### src/rtl/atom_pkg.sv
package atom_pkg;

    typedef enum logic [3:0] {
        OP_FADD  = 4'd0,
        OP_FSUB  = 4'd1,
        OP_FOR   = 4'd2,
        OP_FAND  = 4'd3,
        OP_FXOR  = 4'd4,
        OP_FNAND = 4'd5,
        OP_BIC   = 4'd6,
        OP_CASB  = 4'd7,
        OP_ADDF  = 4'd8,
        OP_SUBF  = 4'd9,
        OP_ORF   = 4'd10,
        OP_ANDF  = 4'd11,
        OP_XORF  = 4'd12,
        OP_NANDF = 4'd13,
        OP_TAS   = 4'd14,
        OP_CASV  = 4'd15
    } atom_op_e;

    typedef enum logic [2:0] {
        ST_IDLE,
        ST_LD_REQ,
        ST_LD_WAIT,
        ST_ST_REQ,
        ST_ST_WAIT,
        ST_RESP
    } atom_state_e;

endpackage

### src/rtl/atom_alu.sv
module atom_alu
    import atom_pkg::*;
#(
    parameter int DW = 32
) (
    input  atom_op_e        op,
    input  logic [DW-1:0]   mem_val,
    input  logic [DW-1:0]   opa,
    input  logic [DW-1:0]   opb,
    output logic [DW-1:0]   new_val,
    output logic            do_store,
    output logic            ret_new,
    output logic            cond_op
);

    localparam logic [DW-1:0] ONE = DW'(1);

    always_comb begin
        new_val  = mem_val;
        do_store = 1'b1;
        ret_new  = 1'b0;
        cond_op  = 1'b0;
        unique case (op)
            OP_FADD, OP_ADDF:   new_val = mem_val + opa;
            OP_FSUB, OP_SUBF:   new_val = mem_val - opa;
            OP_FOR, OP_ORF:     new_val = mem_val | opa;
            OP_FAND, OP_ANDF:   new_val = mem_val & opa;
            OP_FXOR, OP_XORF:   new_val = mem_val ^ opa;
            OP_FNAND, OP_NANDF: new_val = ~(mem_val & opa);
            OP_BIC:             new_val = mem_val & ~opa;
            OP_CASB, OP_CASV: begin
                new_val  = opb;
                do_store = (mem_val == opa);
                cond_op  = 1'b1;
            end
            OP_TAS: begin
                new_val  = ONE;
                do_store = (mem_val == '0);
                cond_op  = 1'b1;
            end
            default: new_val = mem_val;
        endcase
        if (op inside {OP_ADDF, OP_SUBF, OP_ORF, OP_ANDF, OP_XORF, OP_NANDF}) begin
            ret_new = 1'b1;
        end
    end

endmodule

### src/rtl/atom_retry_ctr.sv
module atom_retry_ctr #(
    parameter int MAX_RETRY = 4
) (
    input  logic clk,
    input  logic rst_n,
    input  logic clr,
    input  logic inc,
    output logic at_limit
);

    localparam int CW = $clog2(MAX_RETRY + 1);
    localparam logic [CW-1:0] LAST = CW'(MAX_RETRY - 1);

    logic [CW-1:0] cnt_d, cnt_q;

    always_comb begin
        cnt_d = cnt_q;
        if (clr) begin
            cnt_d = '0;
        end else if (inc && cnt_q != LAST) begin
            cnt_d = cnt_q + CW'(1);
        end
    end

    always_ff @(posedge clk or negedge rst_n) begin
        if (!rst_n) begin
            cnt_q <= '0;
        end else begin
            cnt_q <= cnt_d;
        end
    end

    assign at_limit = (cnt_q == LAST);

endmodule

### src/rtl/atom_rmw_engine.sv
module atom_rmw_engine
    import atom_pkg::*;
#(
    parameter int DW        = 32,
    parameter int AW        = 8,
    parameter int MAX_RETRY = 4
) (
    input  logic          clk,
    input  logic          rst_n,
    input  logic          req_valid,
    input  logic [3:0]    req_op,
    input  logic [AW-1:0] req_addr,
    input  logic [DW-1:0] req_opa,
    input  logic [DW-1:0] req_opb,
    output logic          busy,
    output logic          rsp_valid,
    input  logic          rsp_ready,
    output logic [DW-1:0] rsp_data,
    output logic          rsp_flag,
    output logic          rsp_err,
    output logic          mem_req_valid,
    input  logic          mem_req_ready,
    output logic          mem_req_store,
    output logic [AW-1:0] mem_req_addr,
    output logic [DW-1:0] mem_req_wdata,
    input  logic          mem_rsp_valid,
    input  logic [DW-1:0] mem_rsp_rdata,
    input  logic          mem_rsp_fail
);

    typedef struct packed {
        atom_state_e   st;
        atom_op_e      op;
        logic [AW-1:0] addr;
        logic [DW-1:0] opa;
        logic [DW-1:0] opb;
        logic [DW-1:0] old;
        logic [DW-1:0] wdata;
        logic [DW-1:0] rdata;
        logic          flag;
        logic          err;
    } eng_regs_t;

    eng_regs_t d, q;

    logic [DW-1:0] alu_new;
    logic          alu_store;
    logic          alu_ret_new;
    logic          alu_cond;
    logic          ctr_clr;
    logic          ctr_inc;
    logic          ctr_limit;

    atom_alu #(.DW(DW)) u_alu (
        .op       (q.op),
        .mem_val  (mem_rsp_rdata),
        .opa      (q.opa),
        .opb      (q.opb),
        .new_val  (alu_new),
        .do_store (alu_store),
        .ret_new  (alu_ret_new),
        .cond_op  (alu_cond)
    );

    atom_retry_ctr #(.MAX_RETRY(MAX_RETRY)) u_retry (
        .clk      (clk),
        .rst_n    (rst_n),
        .clr      (ctr_clr),
        .inc      (ctr_inc),
        .at_limit (ctr_limit)
    );

    always_comb begin
        d       = q;
        ctr_clr = 1'b0;
        ctr_inc = 1'b0;
        unique case (q.st)
            ST_IDLE: begin
                if (req_valid) begin
                    d.st    = ST_LD_REQ;
                    d.op    = atom_op_e'(req_op);
                    d.addr  = req_addr;
                    d.opa   = req_opa;
                    d.opb   = req_opb;
                    d.flag  = 1'b0;
                    d.err   = 1'b0;
                    ctr_clr = 1'b1;
                end
            end
            ST_LD_REQ: begin
                if (mem_req_ready) d.st = ST_LD_WAIT;
            end
            ST_LD_WAIT: begin
                if (mem_rsp_valid) begin
                    d.old   = mem_rsp_rdata;
                    d.wdata = alu_new;
                    if (alu_store) begin
                        d.st = ST_ST_REQ;
                    end else begin
                        d.st    = ST_RESP;
                        d.rdata = mem_rsp_rdata;
                        d.flag  = 1'b0;
                    end
                end
            end
            ST_ST_REQ: begin
                if (mem_req_ready) d.st = ST_ST_WAIT;
            end
            ST_ST_WAIT: begin
                if (mem_rsp_valid) begin
                    if (!mem_rsp_fail) begin
                        d.st    = ST_RESP;
                        d.rdata = alu_ret_new ? q.wdata : q.old;
                        d.flag  = alu_cond;
                    end else if (ctr_limit) begin
                        d.st    = ST_RESP;
                        d.rdata = q.old;
                        d.flag  = 1'b0;
                        d.err   = 1'b1;
                    end else begin
                        d.st    = ST_LD_REQ;
                        ctr_inc = 1'b1;
                    end
                end
            end
            ST_RESP: begin
                if (rsp_ready) d.st = ST_IDLE;
            end
            default: d.st = ST_IDLE;
        endcase
    end

    always_ff @(posedge clk or negedge rst_n) begin
        if (!rst_n) begin
            q <= '{st: ST_IDLE, op: OP_FADD, default: '0};
        end else begin
            q <= d;
        end
    end

    assign busy          = (q.st != ST_IDLE);
    assign rsp_valid     = (q.st == ST_RESP);
    assign rsp_data      = q.rdata;
    assign rsp_flag      = q.flag;
    assign rsp_err       = q.err;
    assign mem_req_valid = (q.st == ST_LD_REQ) || (q.st == ST_ST_REQ);
    assign mem_req_store = (q.st == ST_ST_REQ);
    assign mem_req_addr  = q.addr;
    assign mem_req_wdata = q.wdata;

endmodule

### config.mk
export PLATFORM = sky130hd
export DESIGN_NAME = atom_rmw_engine
export DESIGN_NICKNAME = d
export VERILOG_FILES = /design/src/rtl/atom_pkg.sv /design/src/rtl/atom_alu.sv /design/src/rtl/atom_retry_ctr.sv /design/src/rtl/atom_rmw_engine.sv
export SDC_FILE = /design/constraint.sdc
export NUM_CORES = 1
export LEC_CHECK = 0
export BUFFER_PORTS_ARGS = -buffer_cell sky130_fd_sc_hd__buf_2
export CELL_PAD_IN_SITES_DETAIL_PLACEMENT = 0
export CELL_PAD_IN_SITES_GLOBAL_PLACEMENT = 1
export CORE_MARGIN = 2
export CORE_UTILIZATION = 40
export DETAILED_ROUTE_END_ITERATION = 7
export MAX_ROUTING_LAYER = met4
export PLACE_DENSITY_LB_ADDON = 0.1
export SETUP_SLACK_MARGIN = 0.15
export SLEW_MARGIN = 5
export SYNTH_ARGS = -nofsm -noshare
export SYNTH_HDL_FRONTEND = slang
export SYNTH_SLANG_ARGS = --single-unit
### constraint.sdc
create_clock -name clk -period 2.87 [get_ports clk]
set_clock_uncertainty 0.2 [all_clocks]
set_input_delay 0.287 -clock clk [delete_from_list [all_inputs] [get_ports clk]]
set_output_delay 0.287 -clock clk [all_outputs]
set_load 0.01 [all_outputs]
==> metrics.yaml <==
p_per_area_nw_per_um2: 1141
drtPass1Iterations: 6
grt_overflow: 0
via_per_inst: 5.559
htreeDepth: 4
slew_headroom: 0.5523
syn_area_um2: 14350
crit_required_ps: 3020
antenna_found_initial: 0
die_y_um: 193.4
grt_pass1_vias: 14990
fmax_mhz: 327.6
finalNonFillerCells: 2707
grt_max_degree: 66
std_cell_rows: 69
finalNetCount: 2449
postLayoutCellArea_um2: 20780
p_leak_uw: 0.009598
dieArea_um2: 37400
synth_area_leaders: "dfrtp_1, ha_1, o21ai_0"
hold_viol_final: 0
grt_pass1_wl_um: 90840
power_uw: 23720
setup_tns_ps: -5997
synth_top_family_by_area: "compound AO/OA/AOI/OAI gates"
status: "finished with violations"
p_sw_frac: 0.4702
drt_iter0_markers: 1130
dpl_cell_area_um2: 17790
hold_class: "primary input to flop"
area_growth_syn_to_layout_pct: 44.87
worst_pin_slew_ps: 671.6
routedWlPerCell_um: 22.05
dp_hpwl_um: 44770
ys_warn_count: 0
fin_crit_ps: 3052
yosys.area_share.simple: 0.1474
report.final.slew_viol_count: 0
synth_compound_area_frac: 0.2449
cts.sinks: 180
synth_xor_area_frac: 0.007937
drive_above_1_share: 0.3896
fin_crit_sh: 1.064
ys_async_sr_fraction: 1.000
arrival_ps: 3200
maxCapViolCount: 0
numCtsBuffers: 17
clock-root-buffer: "clkbuf_16"
num_vias: 15050
final_cell_mix: "buf_4, buf_2, dfrtp_1"
cts_tree: "built"
ir_worst_vdd_mv: 0.6706
synth_fa_ha_area_frac: 0.08913
drc_errors: 0
p_comb_frac: 0.702
start_util: 0.4043
final_common_cell: "buf_4"
n_antenna_cell: 0
dp.cells: 2538
clk_latency_ps: 470
die_w_um: 193.4
path_clk_slew_ps: 70
seq_power_share: 0.196
synth_ff_type: "dfrtp_1"
crit_path_end_kind: "flop"
synth_area_leader_cell: "dfrtp_1"
coreArea_um2: 35480
setup_viol: 42
synth_area_per_cell_um2: 8.307
ios: 193
crit_type: "flop to flop"
netlist_instances: 1727
path_max_fanout: 14
grtUsageTotal: 0.3237
synth_cell_types: 87
synth_edf_count: 0
portBuffers: 192
muxShareOfSynthArea: 0.09576
rsz0062_at_grt: "true"
utilization: 0.5857
finalWorstSetupSlack_ps: -182.3
p_switching_uw: 11150
intPower_uw: 12570
wl_um: 59680
cts_buffer_depth: 2
ys_ff_latch: 180
syn-num-nets: 1943
p_clk_frac: 0.102
synth_top_area_share: 0.3140
violations: "negative setup slack"
drtAntennaViolNets: 0
seq_area_frac_synth: 0.3140
start_kind: "flop"
gp_congestion: 0.9645
registers in the layout, indices dropped and copies added (netlist names):
name and flops:
mem_req_addr 8, q 103, rsp_err 1, rsp_data 32, mem_req_wdata 32, u_retry.cnt_q 3, rsp_flag 1
per-stage QoR:
step	setup WS (ps)	hold WS, ps
final	-182.3	23.50
after global routing	-232.4	43.95
after CTS	-145.6	7.615
after detailed placement	-451.4	151.4
after global placement	-444.0	152.4
after floorplan	115.1	-208.6
critical path: stages (launching register included):
cell and delay (ps):
dfrtp_1 420, inv_2 100, ha_4 200, or3_4 420, nor4b_4 330, nand3_2 140, nor4_4 220, o41ai_4 120
nor2_2 190, a21oi_4 70, buf_12 180, mux2_4 320
metal layers:
layer | GRT usage | wire (um) | part of all wire
met2 | 0.5202 | 28160 | 0.47
met1 | 0.4300 | 27620 | 0.46
met3 | 0.04079 | 2572 | 0.043
met5 | - | 0 | 0
met4 | 0.08906 | 1321 | 0.022
synth_stat cells (6+ instances only):
| cell type | instances |
|---|---|
| a31oi_1 | 17 |
| nand2_1 | 149 |
| dfrtp_1 | 180 |
| a21oi_1 | 147 |
| a221o_1 | 8 |
| o211ai_1 | 22 |
| o221ai_1 | 9 |
| nor2b_1 | 12 |
| buf_1 | 10 |
| nor4_1 | 17 |
| buf_4 | 75 |
| o22ai_1 | 12 |
| buf_2 | 20 |
| mux2i_1 | 45 |
| a21o_1 | 15 |
| and2_1 | 6 |
| nand2b_1 | 12 |
| clkbuf_1 | 77 |
| nor2_1 | 155 |
| inv_1 | 107 |
| mux2_2 | 49 |
| nor3_1 | 33 |
| a221oi_1 | 13 |
| xnor2_1 | 12 |
| o31ai_1 | 19 |
| nand4_1 | 10 |
| a2111oi_0 | 9 |
| o21ai_0 | 171 |
| mux2_1 | 31 |
| and3_1 | 12 |
| nand3_1 | 20 |
| a32oi_1 | 6 |
| a311oi_1 | 6 |
| o21bai_1 | 8 |
| a211oi_1 | 24 |
| ha_1 | 99 |
path summary, 6_finish.rpt:
path                       slack, ps                        to  depth (start not counted)          startpoint
setup reg to reg                -180  rsp_data[11]$_DFFE_PN0P_                         11  q[154]$_DFFE_PN0P_
hold reg to reg                  280         q[87]$_DFFE_PN0P_                          2   q[87]$_DFFE_PN0P_
hold / removal                    20       rsp_err$_DFFE_PN0P_                          3       mem_rsp_valid
max in group asynchronous       1580        q[155]$_DFFE_PN0P_                          3               rst_n
setup / recovery                -180  rsp_data[11]$_DFFE_PN0P_                         11  q[154]$_DFFE_PN0P_
min in group asynchronous        200        q[113]$_DFFE_PN0P_                          2               rst_n
timing repair:
action	CTS	global route
endpoints found under the setup margin	59	62
hold endpoints to repair	149	0
cloned	0	1
hold buffers	92	0
pin swaps	79	52
resized for setup	179	73
setup buffers	26	18
cells by family after synthesis:
kind of cell    count (synthesis)
compound gates                552
xor+xnor                       13
fa+ha+maj                     101
buf+inv                       296
flops                         180
mux                           126
simple gates                  459
area by class of cell:
| type | count | area [um^2] |
|---|---|---|
| clock buffers | 17 | 425.4 |
| clock inverters | 15 | 145.1 |
| fillers | 3269 | 14700 |
| inverters | 110 | 422.9 |
| multi-input cells | 1251 | 9644 |
| flip-flops and latches | 180 | 4508 |
| well taps | 461 | 576.8 |
| repair buffers | 673 | 5061 |
power groups by stage:
stage	Sequential [uW]	Clock [uW]	Combinational [uW]
after detailed placement	4670	0	14200
after global routing	4800	2560	17800
final	4660	2410	16600
after global placement	4620	0	14200
after CTS	4640	2480	15800
after floorplan	4320	0	8740
No activity file was read; power rests on OpenSTA's default activity.
